`src/rtl/cclk_pkg.sv`:
```
package cclk_pkg;
   // register word addresses
   localparam int A_CTRL = 0;
   localparam int A_STAT = 1;
   localparam int A_RATE = 2;
   // control strobe bit positions
   localparam int CB_STOP  = 0;
   localparam int CB_START = 1;
   localparam int CB_CMD   = 2;
   localparam int CB_RST   = 3;
   // status bit positions
   localparam int SB_RUN = 8;
   localparam int SB_RST = 15;

   typedef enum logic [1:0] {
      CK_HOLD  = 2'b00,
      CK_STOP  = 2'b01,
      CK_START = 2'b10,
      CK_BOTH  = 2'b11
   } ck_req_e;
endpackage

```
`src/rtl/cclk_regs.sv`:
```
module cclk_regs
   import cclk_pkg::*;
#(
   parameter int ADDR_W = 2,
   parameter int DATA_W = 16,
   parameter int DIV_W  = 3
) (
   input  logic              clk,
   input  logic              rst_n,
   input  logic              wr_en,
   input  logic [ADDR_W-1:0] addr,
   input  logic [DATA_W-1:0] wr_data,
   input  logic              busy,
   output ck_req_e           ck_req,
   output logic              rst_go,
   output logic              cmd_pulse,
   output logic [DIV_W-1:0]  rate_pend
);
   logic wr_ctrl;

   assign wr_ctrl = wr_en && (addr == ADDR_W'(A_CTRL)) && !busy;
   assign rst_go  = wr_ctrl && wr_data[CB_RST];
   assign ck_req  = (wr_ctrl && !wr_data[CB_RST]) ?
                    ck_req_e'(wr_data[CB_START:CB_STOP]) : CK_HOLD;

   always_ff @(posedge clk or negedge rst_n) begin
      if (!rst_n) begin
         cmd_pulse <= 1'b0;
         rate_pend <= '0;
      end else begin
         cmd_pulse <= wr_ctrl && wr_data[CB_CMD] && !wr_data[CB_RST];
         if (busy || rst_go)
            rate_pend <= '0;
         else if (wr_en && (addr == ADDR_W'(A_RATE)))
            rate_pend <= wr_data[DIV_W-1:0];
      end
   end
endmodule

```
`src/rtl/cclk_divider.sv`:
```
module cclk_divider
   import cclk_pkg::*;
#(
   parameter int DIV_W = 3
) (
   input  logic             clk,
   input  logic             rst_n,
   input  logic             clr,
   input  ck_req_e          ck_req,
   input  logic [DIV_W-1:0] rate_pend,
   output logic             tick,
   output logic             lvl,
   output logic             running
);
   localparam int CNT_W = (1 << DIV_W) - 1;
   localparam logic [DIV_W-1:0] NMAX     = '1;
   localparam logic [CNT_W-1:0] CNT_ONES = '1;

   logic [DIV_W-1:0] rate_cur;
   logic [CNT_W-1:0] cnt, cnt_n, mask;
   logic             run_q, run_n, stop_pend, stop_n, boundary;

   assign mask     = CNT_ONES >> (NMAX - rate_cur);
   assign boundary = run_q && (cnt == mask);

   always_comb begin
      run_n  = run_q;
      stop_n = stop_pend;
      cnt_n  = cnt;
      if (run_q) cnt_n = boundary ? '0 : cnt + 1'b1;
      if (boundary && stop_pend) begin
         run_n  = 1'b0;
         stop_n = 1'b0;
         cnt_n  = '0;
      end
      case (ck_req)
         CK_START: begin
            stop_n = 1'b0;
            if (!run_q) cnt_n = '0;
            run_n = 1'b1;
         end
         CK_STOP: if (run_n) stop_n = 1'b1;
         default: ;
      endcase
   end

   always_ff @(posedge clk or negedge rst_n) begin
      if (!rst_n) begin
         run_q     <= 1'b0;
         stop_pend <= 1'b0;
         cnt       <= '0;
         rate_cur  <= '0;
      end else if (clr) begin
         run_q     <= 1'b0;
         stop_pend <= 1'b0;
         cnt       <= '0;
         rate_cur  <= '0;
      end else begin
         run_q     <= run_n;
         stop_pend <= stop_n;
         cnt       <= cnt_n;
         if (!run_q || boundary) rate_cur <= rate_pend;
      end
   end

   assign tick    = boundary;
   assign lvl     = run_q && (cnt <= (mask >> 1));
   assign running = run_q;

   // gating only happens on the last cycle of a period
   p_gate_at_end_r4: assert property (@(posedge clk) disable iff (!rst_n)
      $fell(run_q) && !$past(clr) |-> $past(tick));
   // the applied rate never moves inside a running period
   p_rate_hold_r6: assert property (@(posedge clk) disable iff (!rst_n)
      $past(run_q) && run_q && !$past(tick) |-> $stable(rate_cur));
   // a divided period is never shorter than two cycles
   p_tick_gap_r2: assert property (@(posedge clk) disable iff (!rst_n)
      tick && (rate_cur != '0) |=> !tick || (rate_cur == '0));
endmodule

```
`src/rtl/cclk_reset_seq.sv`:
```
module cclk_reset_seq #(
   parameter int RST_CYCLES = 16
) (
   input  logic clk,
   input  logic rst_n,
   input  logic go,
   output logic busy
);
   localparam int CW = $clog2(RST_CYCLES);
   localparam logic [CW-1:0] LOAD = CW'(RST_CYCLES - 1);

   logic [CW-1:0] cnt;

   always_ff @(posedge clk or negedge rst_n) begin
      if (!rst_n) begin
         busy <= 1'b0;
         cnt  <= '0;
      end else if (go && !busy) begin
         busy <= 1'b1;
         cnt  <= LOAD;
      end else if (busy) begin
         if (cnt == '0) busy <= 1'b0;
         else           cnt  <= cnt - 1'b1;
      end
   end

   // a reset never collapses to a single cycle
   p_rst_min_r8: assert property (@(posedge clk) disable iff (!rst_n)
      $rose(busy) |=> busy);
endmodule

```
`src/rtl/cclk_ctrl.sv`:
```
module cclk_ctrl
   import cclk_pkg::*;
#(
   parameter int ADDR_W     = 2,
   parameter int DATA_W     = 16,
   parameter int DIV_W      = 3,
   parameter int RST_CYCLES = 16,
   parameter int RD_LAT     = 0
) (
   input  logic              clk_ref,
   input  logic              rst_n,
   input  logic              wr_en,
   input  logic [ADDR_W-1:0] addr,
   input  logic [DATA_W-1:0] wr_data,
   output logic [DATA_W-1:0] rd_data,
   output logic              cclk_tick,
   output logic              cclk_lvl,
   output logic              cmd_start
);
   if (DATA_W < 16) begin : g_bad_data
      $error("DATA_W must hold status bit 15");
   end
   if (DIV_W < 1 || DIV_W > 4) begin : g_bad_div
      $error("DIV_W out of range 1..4");
   end
   if (RST_CYCLES < 2) begin : g_bad_rst
      $error("RST_CYCLES must be at least 2");
   end
   if (ADDR_W < 2) begin : g_bad_addr
      $error("ADDR_W must cover three registers");
   end

   ck_req_e          ck_req;
   logic             rst_go, busy, running, clr;
   logic [DIV_W-1:0] rate_pend;
   logic [DATA_W-1:0] rd_mux;

   cclk_regs #(.ADDR_W(ADDR_W), .DATA_W(DATA_W), .DIV_W(DIV_W)) u_regs (
      .clk(clk_ref), .rst_n(rst_n), .wr_en(wr_en), .addr(addr),
      .wr_data(wr_data), .busy(busy), .ck_req(ck_req), .rst_go(rst_go),
      .cmd_pulse(cmd_start), .rate_pend(rate_pend));

   cclk_reset_seq #(.RST_CYCLES(RST_CYCLES)) u_rst (
      .clk(clk_ref), .rst_n(rst_n), .go(rst_go), .busy(busy));

   assign clr = rst_go || busy;

   cclk_divider #(.DIV_W(DIV_W)) u_div (
      .clk(clk_ref), .rst_n(rst_n), .clr(clr), .ck_req(ck_req),
      .rate_pend(rate_pend), .tick(cclk_tick), .lvl(cclk_lvl),
      .running(running));

   always_comb begin
      rd_mux = '0;
      if (addr == ADDR_W'(A_STAT)) begin
         rd_mux[SB_RUN] = running;
         rd_mux[SB_RST] = busy;
      end else if (addr == ADDR_W'(A_RATE)) begin
         rd_mux = DATA_W'(rate_pend);
      end
   end

   if (RD_LAT == 0) begin : g_rd_comb
      assign rd_data = rd_mux;
   end else begin : g_rd_reg
      always_ff @(posedge clk_ref or negedge rst_n) begin
         if (!rst_n) rd_data <= '0;
         else        rd_data <= rd_mux;
      end
   end

   // the reset sequence holds the clock stopped
   p_busy_stops_r8: assert property (@(posedge clk_ref) disable iff (!rst_n)
      busy |-> !running);
   // no command pulse escapes during a reset
   p_cmd_not_in_rst_r7: assert property (@(posedge clk_ref) disable iff (!rst_n)
      cmd_start |-> !busy);
endmodule

```
`config.mk`:
```
export PLATFORM = sky130hd
export DESIGN_NAME = cclk_ctrl
export DESIGN_NICKNAME = d
export VERILOG_FILES = /design/src/rtl/cclk_pkg.sv /design/src/rtl/cclk_regs.sv /design/src/rtl/cclk_divider.sv /design/src/rtl/cclk_reset_seq.sv /design/src/rtl/cclk_ctrl.sv
export SDC_FILE = /design/constraint.sdc
export NUM_CORES = 1
export LEC_CHECK = 0
export BUFFER_PORTS_ARGS = -buffer_cell sky130_fd_sc_hd__buf_4
export CAP_MARGIN = 20
export CORE_UTILIZATION = 40
export CTS_CLUSTER_DIAMETER = 100
export CTS_CLUSTER_SIZE = 40
export DETAILED_ROUTE_END_ITERATION = 7
export SKIP_CTS_REPAIR_TIMING = 1
export SLEW_MARGIN = 20
export SYNTH_ARGS = -nofsm -noshare
export SYNTH_HDL_FRONTEND = slang
export SYNTH_SLANG_ARGS = --single-unit
```
`constraint.sdc`:
```
create_clock -name clk_ref -period 2.2 [get_ports clk_ref]
set_input_delay 0.22 -clock clk_ref [delete_from_list [all_inputs] [get_ports clk_ref]]
set_output_delay 0.22 -clock clk_ref [all_outputs]
set_load 0.05 [all_outputs]
```
; ---- After elaboration in Yosys (flattened, before gate mapping)
; Index checks and enable logic that the tools add are counted.
[classes]
addsub = 3
magnitude_cmp = 1
n_eq_ne = 6
n_shift = 1
mux = 29
n_reduce_logical = 22
[ops]
columns = op, n
row1 = 2-to-1 mux 7 bit, 6
row2 = 2-to-1 mux 3 bit, 5
row3 = 2-to-1 mux 4 bit, 3
row4 = logical AND 1 bit, 11
row5 = 2-to-1 mux 1 bit, 11
row6 = 2-to-1 mux 8 bit, 1
row7 = adder 7 x 1 -> 7 bit (second input constant), 1
row8 = == test 7 bit, 1
row9 = <= comparator 7 x 6 -> 1 bit, 1
row10 = right shift 7 x 3 -> 7 bit (first input constant), 1
row11 = 2-to-1 mux 6 bit, 1
row12 = nonzero test 2 bit, 3
row13 = == test 2 x 1 -> 1 bit (second input constant), 2
row14 = == test 2 bit (second input constant), 2
row15 = logical NOT 4 bit, 1
row16 = subtractor 4 x 1 -> 4 bit (second input constant), 1
row17 = logical NOT 1 bit, 3
row18 = subtractor 3 bit (first input constant), 1
row19 = logical NOT 2 bit, 1
row20 = logical OR 1 bit, 2
row21 = 2-to-1 mux 2 bit, 1
row22 = != test 2 x 1 -> 1 bit (second input constant), 1
row23 = one-hot mux 1 bit (2 select lines), 1
row24 = AND reduction 2 bit, 1
[word_totals]
register_bits = 21
out_inout_bits = 19

; ---- Depth between registers and ports, before layout
[logic_depth]
word_depth = 10
ltp_mapped = 10
depth_no_buf = 10

; ---- By module
; From an unflattened synthesis, not the netlist that was laid out.
[hier_totals]
hier_cells = 164
hier_area_um2 = 1612.8
[modules_own_cells]
columns = module, n_inst, cells_each, area_each_um2, seq_area_each_um2
row1 = cclk_divider, 1, 103, 1009.7, 300.3
row2 = cclk_reset_seq, 1, 25, 261.5, 125.1
row3 = cclk_regs, 1, 18, 205.2, 100.1
row4 = cclk_ctrl, 1, 18, 136.4, 0.0

; ---- Least setup slack after synthesis
; Ideal clock, no wire load.
[synth_path]
path_type = register to output
start = reg u_div.rate_cur[1]
end = out cclk_lvl
arrival_time_ns = 2.776
path_slack_ns = -0.796
path_stages_with_launch = 10
n_path_buf = 0
path_cell_list = dfrtp_1 > and2_1 > nor2_1 > ha_1 > nor2b_1 > o21a_1 > o21a_1 > o21ai_0 > a21oi_1 > nor3b_1
[synth_between]
elab_chain_cells = 4
[synth_lines]
columns = item, line
row1 = from (decl), cclk_divider.sv:19  ; logic [DIV_W-1:0] rate_cur;
row2 = from (signal assigned), cclk_divider.sv:62  ; if (!run_q || boundary) rate_cur <= rate_pend;
row3 = subtractor 3 bit, cclk_divider.sv:23  ; assign mask = CNT_ONES >> (NMAX - rate_cur);
row4 = right shift 7 x 3 -> 7 bit, cclk_divider.sv:23
row5 = <= comparator 7 x 6 -> 1 bit, cclk_divider.sv:67  ; assign lvl = run_q && (cnt <= (mask >> 1));
row6 = logical AND 1 bit, cclk_divider.sv:67
row7 = to (decl), cclk_ctrl.sv:17  ; output logic cclk_lvl,
; Every way passes these cells.

; ---- Worst setup path after layout
; Ends and elaborated chain as after synthesis.

==> results.yml <==
status:
  status: "finished, violations left"
  violations: "setup timing"
power:
  power.share.clock_pct: 19.9
  p_comb_share_pct: 41.1
  power.ir.vdd_worst_mv: 0.504
  switching_share_pct: 38.6
  power_switching_uw: 501
  p_int_uw: 798
  power.density_cell_area_nw_per_um2: 699
  power.leakage_nw: 0.846
  p_seq_share_pct: 39.0
  finalPower_mw: 1.30
worst_setup_path:
  endpoint: "cclk_lvl"
  setup.worst_path.start: "u_div.rate_cur[1]"
  end_kind: "primary output"
  reg2reg_from: "u_div.rate_cur[2]"
  crit_path_max_fanout: 3
  critPathRequiredTime_ns: 1.98
  critical_path_arrival_ns: 2.17
  critPathKind: "reg -> out"
  regToRegSetupSlack_ns: 0.10
  number_of_cells_traversed_by_the_worst_register_to_register_path: 8
  crit-reg2reg-capture: "u_div.cnt[2]"
  setup.worst_path.start_class: "register"
logic_synthesis:
  synthesis.area_per_instance_um2: 8.59
  synth.top_cell.area_share_pct: 35.2
  postSynth.asyncResetShare_pct: 100
  synth_xor_area_share_pct: 4.10
  synthAdderAreaFrac_pct: 9.97
  synthTopCellsByArea: "sky130_fd_sc_hd__dfrtp_1, sky130_fd_sc_hd__ha_1, sky130_fd_sc_hd__nand2_1, sky130_fd_sc_hd__buf_4, sky130_fd_sc_hd__and2_1"
  post-synth-top-area-cell: "sky130_fd_sc_hd__dfrtp_1"
  synth_edf_count: 0
  post_synth_num_cell_types: 40
  synth_seq_cells: 21
  synth_ff_type: "sky130_fd_sc_hd__dfrtp_1"
  synth_top_cells_by_count: "sky130_fd_sc_hd__nand2_1, sky130_fd_sc_hd__dfrtp_1, sky130_fd_sc_hd__buf_4, sky130_fd_sc_hd__ha_1"
  synth.yosys.seq_area_share_pct: 35.2
  largest_family_of_logic_cells_by_synthesized_area: "simple AND/OR/NAND/NOR gates"
  post_synth_inst_count: 174
  mux_cell_area_share_after_synthesis_pct: 2.01
  synth_most_common_cell: "sky130_fd_sc_hd__nand2_1"
  synthesis.area_um2: 1490
  yosys_warnings: 0
  synth_simple_gate_area_share_pct: 27.5
  synth_compound_gate_area_share_pct: 12.1
clock_tree:
  clock_tree.buffer_depth: 2
  clock_tree_from_tritoncts: "done"
  clock_sinks: 21
  clock_latency_ns: 0.26
  path_clk_slew_ns: 0.08
  ctsRootBufferMaster: "sky130_fd_sc_hd__clkbuf_8"
  cts.htree.levels: 1
  number_of_buffers_created_by_cts: 3
global_route:
  global_route.overflow_total: 0
  grt_pass1_vias: 1192
  first_pass_grt_wire_length_um: 5200
  grt_max_degree: 22
  global_route.usage.total_pct: 16.8
  antenna_violations_before_repair: 0
sta:
  finalSetupViolCount: 1
  rsz0062_at_grt: "true"
  timing.fmax_mhz: 418
  maxSlewViolCount: 0
  layout_setup_ws_ns: -0.191
  final.hold.worst_slack_ns: 0.188
  final.setup.tns_ns: -0.191
  finalClockSkew_ns: 0.00168
  finalWorstPathRequiredPeriod_ns: 2.39
  final_hold_viols: 0
  fin_crit_sh_pct: 109
floorplanning:
  io_pins: 40
  initial_utilization_pct: 43.1
  die_y_um: 63.1
  fp.coreArea_um2: 3470
  die_area_um2: 3980
  std_cell_rows: 21
  die-width_um: 63.1
drt:
  drt_iter0_drc: 22
  postRouteAntennaNets: 0
  drt-pass1-iter-count: 4
  routed_via_density: 4.93
  totalWireLength_um: 3090
  route.vias.total: 1232
  drc: 0
  routed_wire_length_per_instance_um: 12.3
layout:
  flow.area_growth_from_synthesis_pct: 24.5
  final_cell_area_um2: 1860
  num_antenna_cells: 0
  layout-drive-gt1-share_pct: 25.0
  num-nets-final: 237
placed_design:
  gp_congestion: 0.882
  port_buffers: 16
  dpl_cell_area_um2: 1720
  dp_hpwl_um: 2350
  preCtsSetupSlack_ns: 0.0276
job:
  max_cap_violations: 0
worst_hold_path:
  min-delay-path-class: "in -> reg"
## critical path: stages, from the launching register on
cell                      delay, ns
sky130_fd_sc_hd__dfrtp_1       0.38
sky130_fd_sc_hd__and2_4        0.18
sky130_fd_sc_hd__nor2_4        0.12
sky130_fd_sc_hd__ha_4          0.21
sky130_fd_sc_hd__nor2b_1       0.12
sky130_fd_sc_hd__o21a_1        0.16
sky130_fd_sc_hd__o21a_1        0.17
sky130_fd_sc_hd__o21ai_2       0.12
sky130_fd_sc_hd__a21oi_2       0.08
sky130_fd_sc_hd__nor3b_4       0.19
sky130_fd_sc_hd__buf_6         0.18
## kinds of logic after synthesis
logic type	count (synthesis)
fa+ha+maj	12
simple gates	78
other cells	1
flops	21
buf+inv	24
compound gates	28
mux	3
xor+xnor	7
## state kept, by name, indices dropped and copies added (netlist names)
signal / flops
u_div.stop_pend: 1
u_div.rate_cur: 3
u_rst.cnt: 4
u_regs.rate_pend: 3
u_regs.cmd_pulse: 1
u_rst.busy: 1
u_div.running: 1
u_div.cnt: 7
## placed cells by master, fill, tap and decap left out, drive strengths merged, types with 6 or more instances in the layout
cell	count
o21ai	6
nor2	10
nand2	26
conb	11
buf	29
nor3	7
nor2b	6
dfrtp	21
a21oi	7
ha	11
and2	8
inv	10
## power by group through the flow
stage	Clock, mW	Combinational [mW]	Sequential, mW
finish	0.259	0.534	0.507
detailed placement	0	0.500	0.513
CTS	0.267	0.503	0.507
global route	0.289	0.595	0.519
floorplan	0	0.373	0.497
global placement	0	0.486	0.509
## how the worst min path moves through the flow
stage,start,endpoint,slack (ns),cells after the start
after floorplan,rst_n,u_div.cnt[0],-0.08,0
after global placement,rst_n,u_div.cnt[6],0.12,1
after detailed placement,rst_n,u_div.cnt[4],0.12,1
after CTS,rst_n,u_div.cnt[4],-0.16,1
after global routing,wr_data[2],u_regs.cmd_pulse,0.19,2
final,wr_data[2],u_regs.cmd_pulse,0.19,2
## through the flow
| step | util, % | cells |
|---|---|---|
| 2_1_floorplan | - | 184 |
| 3_3_place_gp | 49.7 | 244 |
| 3_5_place_dp | 49.7 | 244 |
| 4_1_cts | 51.0 | 248 |
| 5_1_grt | 53.6 | 250 |
| 6_report | 53.6 | 250 |
## metal layers
layer  GRT usage (%)  wire length, um  vias up
met1            19.7             1450      564
li1                -                -      635
met4            8.43               57        0
met5               0                0        -
met3            2.90               96        6
met2            29.0             1480       27
## final cells by class
class / count / area, um2
clock inverter: 1 / 5.00
clock buffer: 3 / 41.3
timing repair buffer: 30 / 239
tap: 46 / 57.6
fill: 345 / 1610
inverter: 10 / 37.5
sequential: 21 / 527
multi-input combinational: 139 / 953
Note: power is estimated with default switching activity, not from simulation.
